===== src/rtl/clk_sw_pkg.sv =====
package clk_sw_pkg;
  typedef enum logic [1:0] {
    SRC_INT = 2'd0,
    SRC_EXT = 2'd1,
    SRC_PLL = 2'd2,
    SRC_BAD = 2'd3
  } src_e;

  typedef enum logic [1:0] {
    ST_IDLE  = 2'd0,
    ST_WAIT  = 2'd1,
    ST_HALVE = 2'd2,
    ST_DWELL = 2'd3
  } seq_st_e;
endpackage


===== src/rtl/clk_sw_plan.sv =====
module clk_sw_plan
  import clk_sw_pkg::*;
#(
  parameter int FREQ_W        = 8,
  parameter int PRESC_W       = 4,
  parameter int PRESC_MAX     = 9,
  parameter int INT_MHZ       = 16,
  parameter int HI_MHZ        = 80,
  parameter int LIM_EXT_HI    = 48,
  parameter int LIM_EXT_LO    = 26,
  parameter int LIM_PLL_BOOST = 170,
  parameter int LIM_PLL_NORM  = 150,
  parameter int LIM_PLL_LO    = 26
) (
  input  logic [1:0]         cur_src_i,
  input  logic [PRESC_W-1:0] cur_presc_i,
  input  logic [1:0]         req_src_i,
  input  logic [PRESC_W-1:0] req_presc_i,
  input  logic               low_range_i,
  input  logic               boost_i,
  input  logic [FREQ_W-1:0]  ext_mhz_i,
  input  logic [FREQ_W-1:0]  pll_mhz_i,
  output logic               ok_o,
  output logic               trans_o
);
  localparam logic [FREQ_W-1:0] INT_F   = FREQ_W'(INT_MHZ);
  localparam logic [FREQ_W-1:0] HI_F    = FREQ_W'(HI_MHZ);
  localparam logic [FREQ_W-1:0] EXT_HI  = FREQ_W'(LIM_EXT_HI);
  localparam logic [FREQ_W-1:0] EXT_LO  = FREQ_W'(LIM_EXT_LO);
  localparam logic [FREQ_W-1:0] PLL_BST = FREQ_W'(LIM_PLL_BOOST);
  localparam logic [FREQ_W-1:0] PLL_NRM = FREQ_W'(LIM_PLL_NORM);
  localparam logic [FREQ_W-1:0] PLL_LO  = FREQ_W'(LIM_PLL_LO);
  localparam logic [PRESC_W-1:0] PMAX   = PRESC_W'(PRESC_MAX);

  logic [FREQ_W-1:0] req_f, lim_f, bus_new, bus_cur;
  logic              src_ok, enter_hi, leave_hi;

  always_comb begin
    req_f  = '0;
    lim_f  = '0;
    src_ok = 1'b1;
    unique case (src_e'(req_src_i))
      SRC_INT: begin
        req_f = INT_F;
        lim_f = INT_F;
      end
      SRC_EXT: begin
        req_f = ext_mhz_i;
        lim_f = low_range_i ? EXT_LO : EXT_HI;
      end
      SRC_PLL: begin
        req_f = pll_mhz_i;
        lim_f = low_range_i ? PLL_LO : (boost_i ? PLL_BST : PLL_NRM);
      end
      default: src_ok = 1'b0;
    endcase
  end

  assign bus_new = pll_mhz_i >> req_presc_i;
  assign bus_cur = pll_mhz_i >> cur_presc_i;

  assign enter_hi = (cur_src_i != SRC_PLL) && (req_src_i == SRC_PLL) && (bus_new > HI_F);
  assign leave_hi = (cur_src_i == SRC_PLL) && (req_src_i != SRC_PLL) && (bus_cur > HI_F);

  assign ok_o    = src_ok && (req_presc_i <= PMAX) && (req_f <= lim_f);
  assign trans_o = enter_hi || leave_hi;
endmodule


===== src/rtl/clk_sw_dwell.sv =====
module clk_sw_dwell #(
  parameter int DWELL_CYC = 16
) (
  input  logic clk_i,
  input  logic rst_ni,
  input  logic clr_i,
  input  logic run_i,
  output logic done_o
);
  localparam int CNT_W = $clog2(DWELL_CYC + 1);
  localparam logic [CNT_W-1:0] LAST = CNT_W'(DWELL_CYC - 1);

  logic [CNT_W-1:0] cnt_q;

  generate
    if (DWELL_CYC <= 1) begin : g_single
      assign cnt_q  = '0;
      assign done_o = run_i;
    end else begin : g_count
      always_ff @(posedge clk_i or negedge rst_ni) begin
        if (!rst_ni)                 cnt_q <= '0;
        else if (clr_i)              cnt_q <= '0;
        else if (run_i && !done_o)   cnt_q <= cnt_q + 1'b1;
      end
      assign done_o = run_i && (cnt_q == LAST);
    end
  endgenerate

  assert_cnt_range_R6: assert property (@(posedge clk_i) disable iff (!rst_ni)
    cnt_q <= LAST);
endmodule


===== src/rtl/clk_switch_seq.sv =====
module clk_switch_seq
  import clk_sw_pkg::*;
#(
  parameter int FREQ_W    = 8,
  parameter int PRESC_W   = 4,
  parameter int PRESC_MAX = 9,
  parameter int REF_MHZ   = 16,
  parameter int DWELL_NS  = 1000,
  parameter int HI_MHZ    = 80
) (
  input  logic               clk_i,
  input  logic               rst_ni,
  input  logic               start_i,
  input  logic [1:0]         src_req_i,
  input  logic [PRESC_W-1:0] presc_req_i,
  input  logic               low_range_i,
  input  logic               boost_i,
  input  logic [FREQ_W-1:0]  ext_mhz_i,
  input  logic [FREQ_W-1:0]  pll_mhz_i,
  input  logic [2:0]         rdy_i,
  output logic [1:0]         clk_sel_o,
  output logic [PRESC_W-1:0] presc_o,
  output logic               busy_o,
  output logic               err_o
);
  localparam int DWELL_RAW = (REF_MHZ * DWELL_NS + 999) / 1000;
  localparam int DWELL_CYC = (DWELL_RAW < 1) ? 1 : DWELL_RAW;
  localparam logic [PRESC_W-1:0] HALF = PRESC_W'(1);

  seq_st_e            st_q;
  logic [1:0]         sel_q, tgt_src_q;
  logic [PRESC_W-1:0] presc_q, tgt_presc_q;
  logic               err_q, trans_q;
  logic               req_ok, req_trans, tgt_rdy, dwell_done;

  clk_sw_plan #(
    .FREQ_W   (FREQ_W),
    .PRESC_W  (PRESC_W),
    .PRESC_MAX(PRESC_MAX),
    .HI_MHZ   (HI_MHZ)
  ) i_plan (
    .cur_src_i  (sel_q),
    .cur_presc_i(presc_q),
    .req_src_i  (src_req_i),
    .req_presc_i(presc_req_i),
    .low_range_i(low_range_i),
    .boost_i    (boost_i),
    .ext_mhz_i  (ext_mhz_i),
    .pll_mhz_i  (pll_mhz_i),
    .ok_o       (req_ok),
    .trans_o    (req_trans)
  );

  clk_sw_dwell #(.DWELL_CYC(DWELL_CYC)) i_dwell (
    .clk_i (clk_i),
    .rst_ni(rst_ni),
    .clr_i (st_q == ST_HALVE),
    .run_i (st_q == ST_DWELL),
    .done_o(dwell_done)
  );

  always_comb begin
    unique case (tgt_src_q)
      2'd0:    tgt_rdy = rdy_i[0];
      2'd1:    tgt_rdy = rdy_i[1];
      2'd2:    tgt_rdy = rdy_i[2];
      default: tgt_rdy = 1'b0;
    endcase
  end

  always_ff @(posedge clk_i or negedge rst_ni) begin
    if (!rst_ni) begin
      st_q        <= ST_IDLE;
      sel_q       <= SRC_INT;
      presc_q     <= '0;
      err_q       <= 1'b0;
      trans_q     <= 1'b0;
      tgt_src_q   <= SRC_INT;
      tgt_presc_q <= '0;
    end else begin
      unique case (st_q)
        ST_IDLE: if (start_i) begin
          if (req_ok) begin
            err_q       <= 1'b0;
            tgt_src_q   <= src_req_i;
            tgt_presc_q <= presc_req_i;
            trans_q     <= req_trans;
            st_q        <= ST_WAIT;
          end else begin
            err_q <= 1'b1;
          end
        end
        ST_WAIT: if (tgt_rdy) begin
          if (trans_q) begin
            presc_q <= HALF;
            st_q    <= ST_HALVE;
          end else begin
            sel_q   <= tgt_src_q;
            presc_q <= tgt_presc_q;
            st_q    <= ST_IDLE;
          end
        end
        ST_HALVE: begin
          sel_q <= tgt_src_q;
          st_q  <= ST_DWELL;
        end
        ST_DWELL: if (dwell_done) begin
          presc_q <= tgt_presc_q;
          st_q    <= ST_IDLE;
        end
        default: st_q <= ST_IDLE;
      endcase
    end
  end

  assign clk_sel_o = sel_q;
  assign presc_o   = presc_q;
  assign busy_o    = (st_q != ST_IDLE);
  assign err_o     = err_q;

  assert_idle_hold_R2: assert property (@(posedge clk_i) disable iff (!rst_ni)
    (st_q == ST_IDLE) |=> ($stable(sel_q) && $stable(presc_q)));

  assert_reject_quiet_R2: assert property (@(posedge clk_i) disable iff (!rst_ni)
    $rose(err_q) |-> !busy_o);

  assert_wait_ready_R5: assert property (@(posedge clk_i) disable iff (!rst_ni)
    (st_q == ST_WAIT && !tgt_rdy) |=> ($stable(sel_q) && $stable(presc_q) && busy_o));

  assert_half_first_R6: assert property (@(posedge clk_i) disable iff (!rst_ni)
    (trans_q && (sel_q != $past(sel_q))) |-> (presc_q == HALF));

  assert_dwell_hold_R6: assert property (@(posedge clk_i) disable iff (!rst_ni)
    (st_q == ST_DWELL && !dwell_done) |=> (presc_q == HALF));

  assert_busy_ignore_R8: assert property (@(posedge clk_i) disable iff (!rst_ni)
    (busy_o && start_i) |=> ($stable(tgt_src_q) && $stable(tgt_presc_q)));
endmodule


===== config.mk =====
export PLATFORM = sky130hd
export DESIGN_NAME = clk_switch_seq
export DESIGN_NICKNAME = d
export VERILOG_FILES = /design/src/rtl/clk_sw_pkg.sv /design/src/rtl/clk_sw_plan.sv /design/src/rtl/clk_sw_dwell.sv /design/src/rtl/clk_switch_seq.sv
export SDC_FILE = /design/constraint.sdc
export NUM_CORES = 1
export LEC_CHECK = 0
export ABC_CLOCK_PERIOD_IN_PS = 2900
export CORE_AREA = 2 2 64 66
export CTS_CLUSTER_DIAMETER = 40
export DETAILED_ROUTE_END_ITERATION = 8
export DIE_AREA = 0 0 66 68
export DONT_BUFFER_PORTS = 1
export GPL_TIMING_DRIVEN = 0
export PLACE_DENSITY = 0.58
export SYNTH_ARGS = -nofsm -noshare
export SYNTH_HDL_FRONTEND = slang
export SYNTH_SLANG_ARGS = --single-unit
export TNS_END_PERCENT = 50

===== constraint.sdc =====
create_clock -name clk_i -period 2.9 [get_ports clk_i]
set_clock_uncertainty 0.2 [all_clocks]
set_input_delay 0.29 -clock clk_i [delete_from_list [all_inputs] [get_ports clk_i]]
set_output_delay 0.29 -clock clk_i [all_outputs]
set_load 0.1 [all_outputs]

# Word level (Yosys, flattened, before mapping)
# Cells that the tools add are included.
# W data, S select, Z words.
dict set report classes {
  shifts 2
  n_mux 23
  n_eq_ne 16
  addsub 1
  order_cmp 4
  n_reduce_logical 23
}
# op count
set ops {}
lappend ops {{$pmux W8 S3} 2}
lappend ops {{$gt A8 B7 Y1 const B} 2}
lappend ops {{$shr A8 B4 Y8} 2}
lappend ops {{$mux W2} 7}
lappend ops {{$mux W4} 3}
lappend ops {{$mux W6} 2}
lappend ops {{$ne A2 B2 Y1 const B} 6}
lappend ops {{$eq A2 B2 Y1 const B} 5}
lappend ops {{$mux W5} 2}
lappend ops {{$reduce_and A3 Y1} 3}
lappend ops {{$le A8 B8 Y1} 1}
lappend ops {{$logic_and A1 B1 Y1} 8}
lappend ops {{$mux W8} 1}
lappend ops {{$pmux W2 S4} 1}
lappend ops {{$pmux W4 S2} 1}
lappend ops {{$reduce_bool A2 Y1} 4}
lappend ops {{$eq A2 B1 Y1 const B} 3}
lappend ops {{$logic_not A2 Y1} 3}
lappend ops {{$add A5 B1 Y5 const B} 1}
lappend ops {{$eq A5 B4 Y1 const B} 1}
lappend ops {{$le A4 B4 Y1 const B} 1}
lappend ops {{$pmux W2 S2} 1}
lappend ops {{$reduce_and A4 Y1} 1}
lappend ops {{$pmux W1 S3} 1}
lappend ops {{6 further kinds} 7}
dict set report word_totals {
  word_cells 77
  input_bits 30
  ff_bits 21
}

# Longest topological paths before layout
# Gate-level depths: netlist of the first run.
dict set report logic_depth {
  word_depth 8
  depth_mapped 12
  depth_no_buf 10
}

# By module
# From an unflattened synthesis of the first run, not the netlist that was laid out.
dict set report hier_totals {
  hier_cells 139
  hier_area_um2 1406.3
}
# module cells_per_inst instances area_per_inst_um2
set modules_own_cells {}
lappend modules_own_cells {clk_switch_seq 62 1 723.2}
lappend modules_own_cells {clk_sw_plan 53 1 407.9}
lappend modules_own_cells {clk_sw_dwell 24 1 275.3}

# Worst setup path after synthesis of the first run
# No wires, ideal clock.
dict set report synth_path {
  path_type {in2reg}
  startpoint {input port src_req_i[0]}
  endpoint {register tgt_presc_q[0]}
  slack_ns -0.036
  setup_ns 0.125
  stages 11
  t_required_ns 2.575
  t_arrival_ns 2.611
  path_cell_list {buf_6 > and2b_1 > clkbuf_1 > a21oi_1 > or2_2 > ha_1 > and3_1 > nand3_1 > o21bai_2 > a21oi_4 > mux2_4}
}
dict set report synth_via {
  elab_chain_cells 6
  word_cells_on_any_way 11
}
# item line
set synth_lines {}
lappend synth_lines {{from (decl)} clk_switch_seq.sv:14} ;# input logic [1:0] src_req_i,
lappend synth_lines {{parallel branches: the longest is 4 deep, another holds $le A8 B8 Y1} --}
lappend synth_lines {{$logic_and A1 B1 Y1 *} clk_sw_plan.sv:65} ;# assign ok_o = src_ok && (req_presc_i <= PMAX) && (req_f <= lim_f);
lappend synth_lines {{$reduce_and A3 Y1 (no line) *} --}
lappend synth_lines {{to (signal assigned)} clk_switch_seq.sv:86} ;# tgt_presc_q <= presc_req_i;
lappend synth_lines {{to (decl)} clk_switch_seq.sv:32} ;# logic [PRESC_W-1:0] presc_q, tgt_presc_q;
# Every way passes the cells marked *.
# A chain may end at the register's enable or synchronous reset.

# Final worst setup path of the first run
dict set report layout_path {
  startpoint {input port src_req_i[0]}
  endpoint {register tgt_presc_q[2]}
}
# Same word-level chain as after synthesis.

==> impl_metrics.csv, run 1 <==
group,metric,value,unit
run_status,outcome,"finished clean",
power_and_ir_drop,vdd_drop_max,377,uV
worst_setup_path,worstSetupPathType,"in -> reg",
floorplanning,die_area,4490,sq um
timing,finalCritPeriodShare,0.937,
floorplanning,core-area,3860,sq um
worst_setup_path,arrival,2.67,ns
run,maxCapViolCount,0,
timing,hold_slack,0.0433,ns
layout,area_delta_synth_final,13.1,%
drt,drtIter0Drc,66,
synth,ys_seq_area_frac,0.364,
timing,min_period,2.72,ns
placed_design,gp_congestion,0.736,
clock_tree,clk_path_buf_depth,2,
hold_path,hold_path_class,"in -> reg",
drt,wl_per_cell,15.2,um
floorplanning,die_w,66,um
clock_tree,cts.sinks,21,
worst_setup_path,cp-startpoint,"src_req_i[0]",
synth,synth_area,1450,sq um
placed_design,dp_worst_setup_slack,-0.214,ns
floorplanning,num_rows,23,
global_routing,grt_usage,0.160,
global_routing,grt_pass1_vias,1254,
worst_setup_path,crit_fanout,10,
global_routing,grt_pass1_wl,5590,um
clock_tree,cts_buffers,3,
drt,ant_nets,0,
synth,synthArstFlopShare,1.00,
worst_setup_path,r2r_setup_slack,0.63,ns
worst_setup_path,start_kind,"input port",
synth,synth_ff_type,"dfrtp_1",
drt,vias,1193,
timing,fmax,368,MHz
drt,drt-total-wl,3250,um
timing,worst_slew_pin_slew,0.957,ns
timing,finalMaxSlewViolations,0,
power_and_ir_drop,p_leak,0.706,nW
layout,drive_gt1_frac,0.159,
worst_setup_path,crit_path_end,"tgt_presc_q[2]",
worst_setup_path,end_kind,"flip-flop",
placed_design,hpwl,2560,um
placed_design,port_buffers,0,
floorplanning,die_h,68,um
synth,syn_nets,191,
synth,synth_cells,153,
clock_tree,root_buffer,"clkbuf_8",
timing,final_hold_viol_count,0,
floorplanning,boundaryPins,38,
clock_tree,path_clk_slew,0.07,ns
clock_tree,cts_tree,"done",
synth,synth_warnings,0,
worst_setup_path,crit_required,2.85,ns
layout,finalNetCount,203,
timing,relSlewSlack,0.362,
layout,nFillCells,398,
timing,setup_slack,0.182,ns
global_routing,antenna_found_initial,0,
global_routing,grt_max_degree,22,
layout,final_area,1630,sq um
power_and_ir_drop,power_density,1030,nW/um^2
global_routing,grt-ovfl-total,0,
worst_setup_path,reg2reg_depth,6,
drt,vias_per_cell,5.57,
synth,synth.avg_cell_area,9.45,sq um
synth,synth_edf_count,0,
clock_tree,post_cts_resized,0,
drt,drt_first_pass_iters,4,
timing,setup_violations,0,
drt,drc,0,
clock_tree,clock_latency,0.26,ns
worst_setup_path,r2r-end,"tgt_presc_q[2]",
synth,synth.distinct_cells,41,
synth,ys_seq_elements,21,
placed_design,placed_cell_area,1510,sq um
layout,diodes,0,
floorplanning,start_util,0.375,
clock_tree,cts-htree-levels,1,
critical path: stages:
cell,delay [ns]
buf_6,0.11
and2b_1,0.20
clkbuf_2,0.22
a21oi_1,0.09
or2_2,0.27
ha_1,0.30
and3_1,0.15
nand3_1,0.16
o21bai_2,0.27
a21oi_4,0.16
buf_12,0.15
mux2_4,0.30
how the worst min path moves through the flow:
stage	startpoint	end	slack [ns]	cells past startpoint
after global routing	start_i	st_q[0]	0.05	2
after floorplan	rst_ni	asynchronous set/reset pin	-0.21	0
after detailed placement	rst_ni	i_dwell.cnt_q[2]	-0.20	0
after CTS	start_i	st_q[0]	0.04	2
final	start_i	st_q[0]	0.04	2
after global placement	rst_ni	i_dwell.cnt_q[2]	-0.20	0
routing by layer:
metal  global-route usage  part of all wire  vias up
met5                    0                 0        -
met4               0.0459             0.012        0
met3               0.0313             0.053        5
met2                0.302              0.53       33
met1                0.184              0.41      578
li1                     -                 -      577
kinds of logic after synthesis:
family / after synthesis / share of synthesized area
AO/OA/AOI/OAI: 42 / 0.198
AND/OR/NAND/NOR: 58 / 0.227
flip-flops: 21 / 0.364
multiplexers: 10 / 0.0952
adder cells (fa/ha/maj): 8 / 0.0693
buffers and inverters: 14 / 0.0467
state kept, by name (all words and copies together) (netlist names), named ones only:
name / flops
i_dwell.cnt_q: 5
presc_o: 4
tgt_presc_q: 4
clk_sel_o: 2
tgt_src_q: 2
err_o: 1
st_q: 1
trans_q: 1
report_power, final:
part | switching (mW) | internal, mW
Clock | 0.0947 | 0.0979
Combinational | 0.356 | 0.272
Sequential | 0.448 | 0.417
Total | 0.898 | 0.787
layout by cell type (no fill, tap or decap), types with 2 or more instances in the layout:
master         count
dfrtp_1           21
buf_6              2
and3_1             2
a22o_1             2
nor2_1             4
nand2_1           19
nand2b_1           4
a22o_2             3
o21a_1             3
a21oi_1            7
clkbuf_1           3
nor3_1             2
a31oi_1            3
nor2b_1            7
mux2_2             2
inv_1              8
nand3b_1           3
dlygate4sd3_1      6
nand3_1            7
clkbuf_8           3
or3_1              2
mux2_4             7
o21ai_0           15
ha_1               8
area by class of cell:
class / count / area, sq um / area share
timing repair buffer: 7 / 80.1 / 0.0490
clock buffer: 4 / 45.0 / 0.0276
tap: 50 / 62.6 / 0.0383
sequential: 21 / 526 / 0.322
inverter: 9 / 33.8 / 0.0207
buffer: 5 / 35.0 / 0.0214
multi-input combinational: 118 / 852 / 0.521
per-stage QoR:
stage,cells,util,setup TNS [ns],power [mW]
after CTS,213,0.419,0,1.69
after global placement,203,0.391,-1.02,1.45
after floorplan,153,-,0,1.35
final,214,0.424,0,1.68
after detailed placement,203,0.391,-1.46,1.48
after global routing,214,0.424,-0.000347,1.80
what timing repair did:
| action | in CTS | in global routing |
|---|---|---|
| endpoints found under the hold margin | 26 | 0 |
| setup buffers | 0 | 1 |
| setup endpoints to repair | 0 | 7 |
| hold buffers | 6 | 0 |
synthesized netlist by cell type (2+ instances only):
cell type / count / share of area
mux2_2: 2 / 0.016
nor3_1: 2 / 0.0069
nand2b_1: 4 / 0.017
dfrtp_1: 21 / 0.36
mux2_4: 7 / 0.073
nor2b_1: 7 / 0.030
a31oi_1: 3 / 0.013
a22o_1: 2 / 0.012
inv_1: 8 / 0.021
and3_1: 2 / 0.0087
o21ai_0: 15 / 0.052
a21oi_1: 7 / 0.024
ha_1: 8 / 0.069
nor2_1: 4 / 0.010
clkbuf_1: 3 / 0.0078
o21a_1: 3 / 0.016
nand3b_1: 3 / 0.016
a22o_2: 3 / 0.021
nand3_1: 7 / 0.024
nand2_1: 19 / 0.049
buf_6: 2 / 0.016
or3_1: 2 / 0.0087
Note: power is estimated with default switching activity, not from simulation.
==> run 2: changes to the inputs <==
--- a/config.mk
+++ b/config.mk
@@ -6,13 +6,14 @@
 export NUM_CORES = 1
 export LEC_CHECK = 0
 export ABC_CLOCK_PERIOD_IN_PS = 2900
-export CORE_AREA = 2 2 64 66
+export CAP_MARGIN = 20
+export CORE_AREA = 2 2 51 53
 export CTS_CLUSTER_DIAMETER = 40
 export DETAILED_ROUTE_END_ITERATION = 8
-export DIE_AREA = 0 0 66 68
+export DIE_AREA = 0 0 53 55
 export DONT_BUFFER_PORTS = 1
 export GPL_TIMING_DRIVEN = 0
-export PLACE_DENSITY = 0.58
+export PLACE_DENSITY = 0.83
 export SYNTH_ARGS = -nofsm -noshare
 export SYNTH_HDL_FRONTEND = slang
 export SYNTH_SLANG_ARGS = --single-unit
==> impl_metrics.csv, run 2 (synthesis gave the netlist of run 1 again) <==
group,metric,value,unit
floorplanning,die_w,53,um
timing,relSlewSlack,0.366,
clock_tree,cts_tree,"done",
global_routing,grt_util_met1,0.273,
clock_tree,cts_buffers,3,
worst_setup_path,crit_required,2.91,ns
drt,drtIter0Drc,16,
floorplanning,die_h,55,um
worst_setup_path,crit_fanout,10,
layout,final_area,1580,sq um
timing,grt_setup_unrepaired,"no",
clock_tree,post_cts_resized,0,
power_and_ir_drop,vdd_drop_max,674,uV
layout,nFillCells,197,
placed_design,gp_congestion,0.799,
global_routing,grt_usage,0.241,
floorplanning,die_area,2920,sq um
placed_design,placed_cell_area,1480,sq um
layout,largest_reg_flops,5,
clock_tree,cts.sinks,21,
floorplanning,num_rows,18,
layout,diodes,0,
hold_path,hold_path_class,"in -> reg",
layout,area_delta_synth_final,9.35,%
global_routing,use_met2,0.471,
floorplanning,core-area,2360,sq um
clock_tree,clock_latency,0.31,ns
timing,setup_violations,0,
placed_design,port_buffers,0,
timing,worst_slew_pin_slew,0.951,ns
layout,final_cell_mix,"21 x dfrtp_1, 19 x nand2_1, 15 x o21ai_0",
power_and_ir_drop,p_leak,0.693,nW
floorplanning,start_util,0.611,
worst_setup_path,end_kind,"flip-flop",
floorplanning,boundaryPins,38,
power_and_ir_drop,power_density,1030,nW/um^2
placed_design,hpwl,2340,um
drt,drt_first_pass_iters,4,
timing,min_period,2.75,ns
worst_setup_path,worstSetupPathType,"in -> reg",
layout,drive_gt1_frac,0.152,
timing,finalMaxSlewViolations,0,
layout,final_common_cell,"dfrtp_1",
run_status,outcome,"finished clean",
clock_tree,root_buffer,"clkbuf_4",
clock_tree,clk_path_buf_depth,2,
drt,vias_per_cell,6.04,
worst_setup_path,start_kind,"input port",
drt,wl_per_cell,15.9,um
run,maxCapViolCount,0,
global_routing,grt-ovfl-total,0,
worst_setup_path,arrival,2.75,ns
drt,drc,0,
global_routing,grt_pass1_vias,1160,
global_routing,grt_pass1_wl,5170,um
clock_tree,path_clk_slew,0.12,ns
timing,finalCritPeriodShare,0.947,
global_routing,grtUsageMet3,0.0296,
timing,fmax,364,MHz
global_routing,grt_max_degree,22,
layout,finalNetCount,203,
global_routing,busiest_layer,"met2",
drt,drt-total-wl,3080,um
clock_tree,cts-htree-levels,1,
timing,final_hold_viol_count,0,
drt,ant_nets,0,
global_routing,antenna_found_initial,0,
layout,fin_util,0.668,
drt,vias,1172,
layout,regMostFlops,"i_dwell.cnt_q",
==> run 2: critical path, stage by stage <==
cell and delay [ns]:
buf_6 0.11, and2b_1 0.20, clkbuf_2 0.22, a21oi_1 0.09, or2_2 0.27, ha_1 0.29
and3_1 0.15, nand3_1 0.16, o21bai_2 0.27, a21oi_4 0.35, mux2_4 0.33
==> run 2: what timing repair did <==
action	4_1_cts	5_1_grt
endpoints found under the setup margin	0	0
hold endpoints to repair	27	0
buffers inserted	0	0
hold buffers	7	0
==> run 2: final cells by class <==
class | instances | area [sq um] | share of cell area
Buffer | 5 | 35.0 | 0.0222
Clock buffer | 4 | 26.3 | 0.0166
Inverter | 9 | 33.8 | 0.0214
Multi-Input combinational cell | 118 | 852 | 0.539
Sequential cell | 21 | 526 | 0.333
Tap cell | 30 | 37.5 | 0.0238
Timing Repair Buffer | 7 | 70.1 | 0.0443
==> run 2: per-layer routing <==
layer,vias up,wire (um)
li1,579,-
met1,550,1300
met2,39,1630
met3,4,113
met4,0,38
met5,-,0
==> run 2: metrics by stage <==
| step | setup TNS [ns] | power (mW) | hold WS (ns) | setup WS [ns] | instances |
|---|---|---|---|---|---|
| floorplan | 0 | 1.35 | -0.206 | 0.0554 | 153 |
| global placement | -0.913 | 1.43 | -0.205 | -0.132 | 183 |
| detailed placement | -1.14 | 1.48 | -0.205 | -0.167 | 183 |
| CTS | 0 | 1.63 | 0.00509 | 0.156 | 194 |
| global route | 0 | 1.73 | 0.0283 | 0.0301 | 194 |
| finish | 0 | 1.63 | 0.00696 | 0.154 | 194 |
==> run 2: path summary, 6_finish.rpt <==
kind / start / to / slack, ns / cells after the start
max: src_req_i[0] / tgt_src_q[1] / 0.15 / 11
min: start_i / err_o / 0.007 / 2
max reg2reg: presc_o[1] / trans_q / 0.65 / 5
min reg2reg: i_dwell.cnt_q[4] / i_dwell.cnt_q[4] / 0.30 / 2
max in group asynchronous: rst_ni / i_dwell.cnt_q[0] / 1.58 / 1
min in group asynchronous: rst_ni / presc_o[2] / 0.35 / 1
==> run 2: where the power goes <==
group          total (mW)  switching [mW]  internal (mW)
clock               0.144          0.0899         0.0538
combinational       0.621           0.356          0.265
sequential          0.865           0.449          0.416
==> run 3: changes to the inputs <==
--- a/config.mk
+++ b/config.mk
@@ -13,6 +13,7 @@
 export DIE_AREA = 0 0 53 55
 export DONT_BUFFER_PORTS = 1
 export GPL_TIMING_DRIVEN = 0
+export HOLD_SLACK_MARGIN = 0.08
 export PLACE_DENSITY = 0.83
 export SYNTH_ARGS = -nofsm -noshare
 export SYNTH_HDL_FRONTEND = slang
==> impl_metrics.csv, run 3 (synthesis gave the netlist of run 1 again) <==
group,metric,value,unit
clock_tree,cts_hold_buf,8,
worst_setup_path,reg2reg_from,"presc_o[1]",
timing,fmax,363,MHz
timing,finalSetupTns,0,ns
drt,wl_per_cell,16.1,um
drt,drtIter0Drc,18,
timing,min_period,2.76,ns
timing,final_hold_viol_count,0,
global_routing,antenna_found_initial,0,
floorplanning,die_h,55,um
run,maxCapViolCount,0,
power_and_ir_drop,clkPwrFrac,0.088,
worst_setup_path,max_stage_delay,0.35,ns
global_routing,grt_pass1_wl,5190,um
layout,regMostFlops,"i_dwell.cnt_q",
worst_setup_path,worstSetupPathType,"in -> reg",
hold_path,whs_path_depth,3,
floorplanning,die_area,2920,sq um
timing,worst_slew_pin_slew,0.951,ns
layout,area_delta_synth_final,10.0,%
drt,drt-total-wl,3130,um
power_and_ir_drop,p_leak,0.697,nW
layout,final_cell_mix,"21 x dfrtp_1, 19 x nand2_1, 15 x o21ai_0",
clock_tree,root_buffer,"clkbuf_4",
floorplanning,core-area,2360,sq um
hold_path,min_from,"presc_req_i[2]",
timing,finalCritPeriodShare,0.950,
power_and_ir_drop,power_density,1030,nW/um^2
floorplanning,num_rows,18,
placed_design,dp_worst_setup_slack,-0.167,ns
placed_design,gp_congestion,0.799,
clock_tree,cts_buffers,3,
drt,vias_per_cell,6.04,
power_and_ir_drop,combPwrFrac,0.382,
worst_setup_path,r2r-end,"trans_q",
hold_path,min_to,"st_q[0]",
clock_tree,clk_path_buf_depth,2,
global_routing,grt-ovfl-total,0,
power_and_ir_drop,netSwitchingFraction,0.549,
timing,setup_violations,0,
drt,drc,0,
clock_tree,clock_latency,0.31,ns
worst_setup_path,cp_cell_sequence,"buf_6 > and2b_1 > clkbuf_2 > a21oi_1 > or2_2 > ha_1 > and3_1 > nand3_1 > o21bai_2 > a21oi_4 > mux2_4",
global_routing,grt_max_degree,22,
layout,drive_gt1_frac,0.152,
hold_path,hold_path_class,"in -> reg",
power_and_ir_drop,seq_power_share,0.530,
timing,setup_slack,0.145,ns
drt,vias,1177,
power_and_ir_drop,finalPower,1.63,mW
layout,diodes,0,
drt,ant_nets,0,
placed_design,port_buffers,0,
floorplanning,start_util,0.611,
global_routing,grt_usage,0.243,
worst_setup_path,r2r_setup_slack,0.65,ns
clock_tree,post_cts_resized,0,
layout,fin_cells,195,
placed_design,dp.cells,183,
timing,finalMaxSlewViolations,0,
timing,grt_setup_unrepaired,"no",
placed_design,hpwl,2340,um
global_routing,grt_pass1_vias,1166,
clock_tree,cts-htree-levels,1,
worst_setup_path,crit_fanout,10,
worst_setup_path,crit_required,2.91,ns
power_and_ir_drop,p_sw,0.896,mW
floorplanning,die_w,53,um
floorplanning,boundaryPins,38,
clock_tree,cts.sinks,21,
clock_tree,cts_tree,"done",
power_and_ir_drop,intPower,0.736,mW
clock_tree,path_clk_slew,0.12,ns
layout,largest_reg_flops,5,
worst_setup_path,start_kind,"input port",
layout,finalNetCount,204,
timing,relSlewSlack,0.366,
layout,final_common_cell,"dfrtp_1",
worst_setup_path,reg2reg_depth,5,
run_status,outcome,"finished clean",
worst_setup_path,arrival,2.76,ns
worst_setup_path,end_kind,"flip-flop",
clock_tree,post_cts.repair.setup_buffers,0,
worst_setup_path,cpMaxStageDelayCell,"a21oi_4",
drt,drt_first_pass_iters,4,
power_and_ir_drop,vdd_drop_max,675,uV
-- run 3: area by class of cell --
cell class,instances,area (sq um)
Tap cell,30,37.5
Inverter,9,33.8
Fill cell,196,774
Multi-Input combinational cell,118,852
Sequential cell,21,526
Buffer,5,35.0
Timing Repair Buffer,8,80.1
Clock buffer,4,26.3
-- run 3: power by group through the flow --
stage	Clock, mW	Combinational (mW)	Sequential (mW)
finish	0.144	0.623	0.865
global route	0.153	0.699	0.882
CTS	0.143	0.623	0.863
detailed placement	0	0.605	0.870
global placement	0	0.572	0.862
floorplan	0	0.517	0.835
-- run 3: worst max-delay path, delay by kind of cell --
| family | cells | cell delay (ns) |
|---|---|---|
| AND/OR/NAND/NOR | 4 | 0.78 |
| AO/OA/AOI/OAI | 3 | 0.71 |
| buffers and inverters | 2 | 0.34 |
| multiplexers | 1 | 0.33 |
| adder cells (fa/ha/maj) | 1 | 0.30 |
-- run 3: per-layer routing --
| layer | wire length (um) | track usage |
|---|---|---|
| met2 | 1670 | 0.479 |
| met4 | 38 | 0.0769 |
| met3 | 133 | 0.0296 |
| met1 | 1300 | 0.272 |
| met5 | 0 | 0 |
-- run 3: metrics by stage --
| stage | utilization | area [sq um] | hold slack (ns) |
|---|---|---|---|
| 4_1_cts | 0.672 | 1590 | 0.109 |
| 6_report | 0.672 | 1590 | 0.107 |
| 5_1_grt | 0.672 | 1590 | 0.159 |
| 3_3_place_gp | 0.628 | 1480 | -0.205 |
| 2_1_floorplan | - | 1450 | -0.206 |
| 3_5_place_dp | 0.628 | 1480 | -0.205 |
-- run 3: worst max-delay path by stage --
stage | start | end | depth (start not counted)
2_1_floorplan | src_req_i[0] | tgt_presc_q[0] | 11
3_3_place_gp | src_req_i[0] | trans_q | 11
3_5_place_dp | src_req_i[0] | tgt_presc_q[2] | 11
4_1_cts | src_req_i[0] | tgt_presc_q[2] | 11
5_1_grt | src_req_i[0] | tgt_presc_q[1] | 11
6_report | src_req_i[0] | tgt_src_q[1] | 11
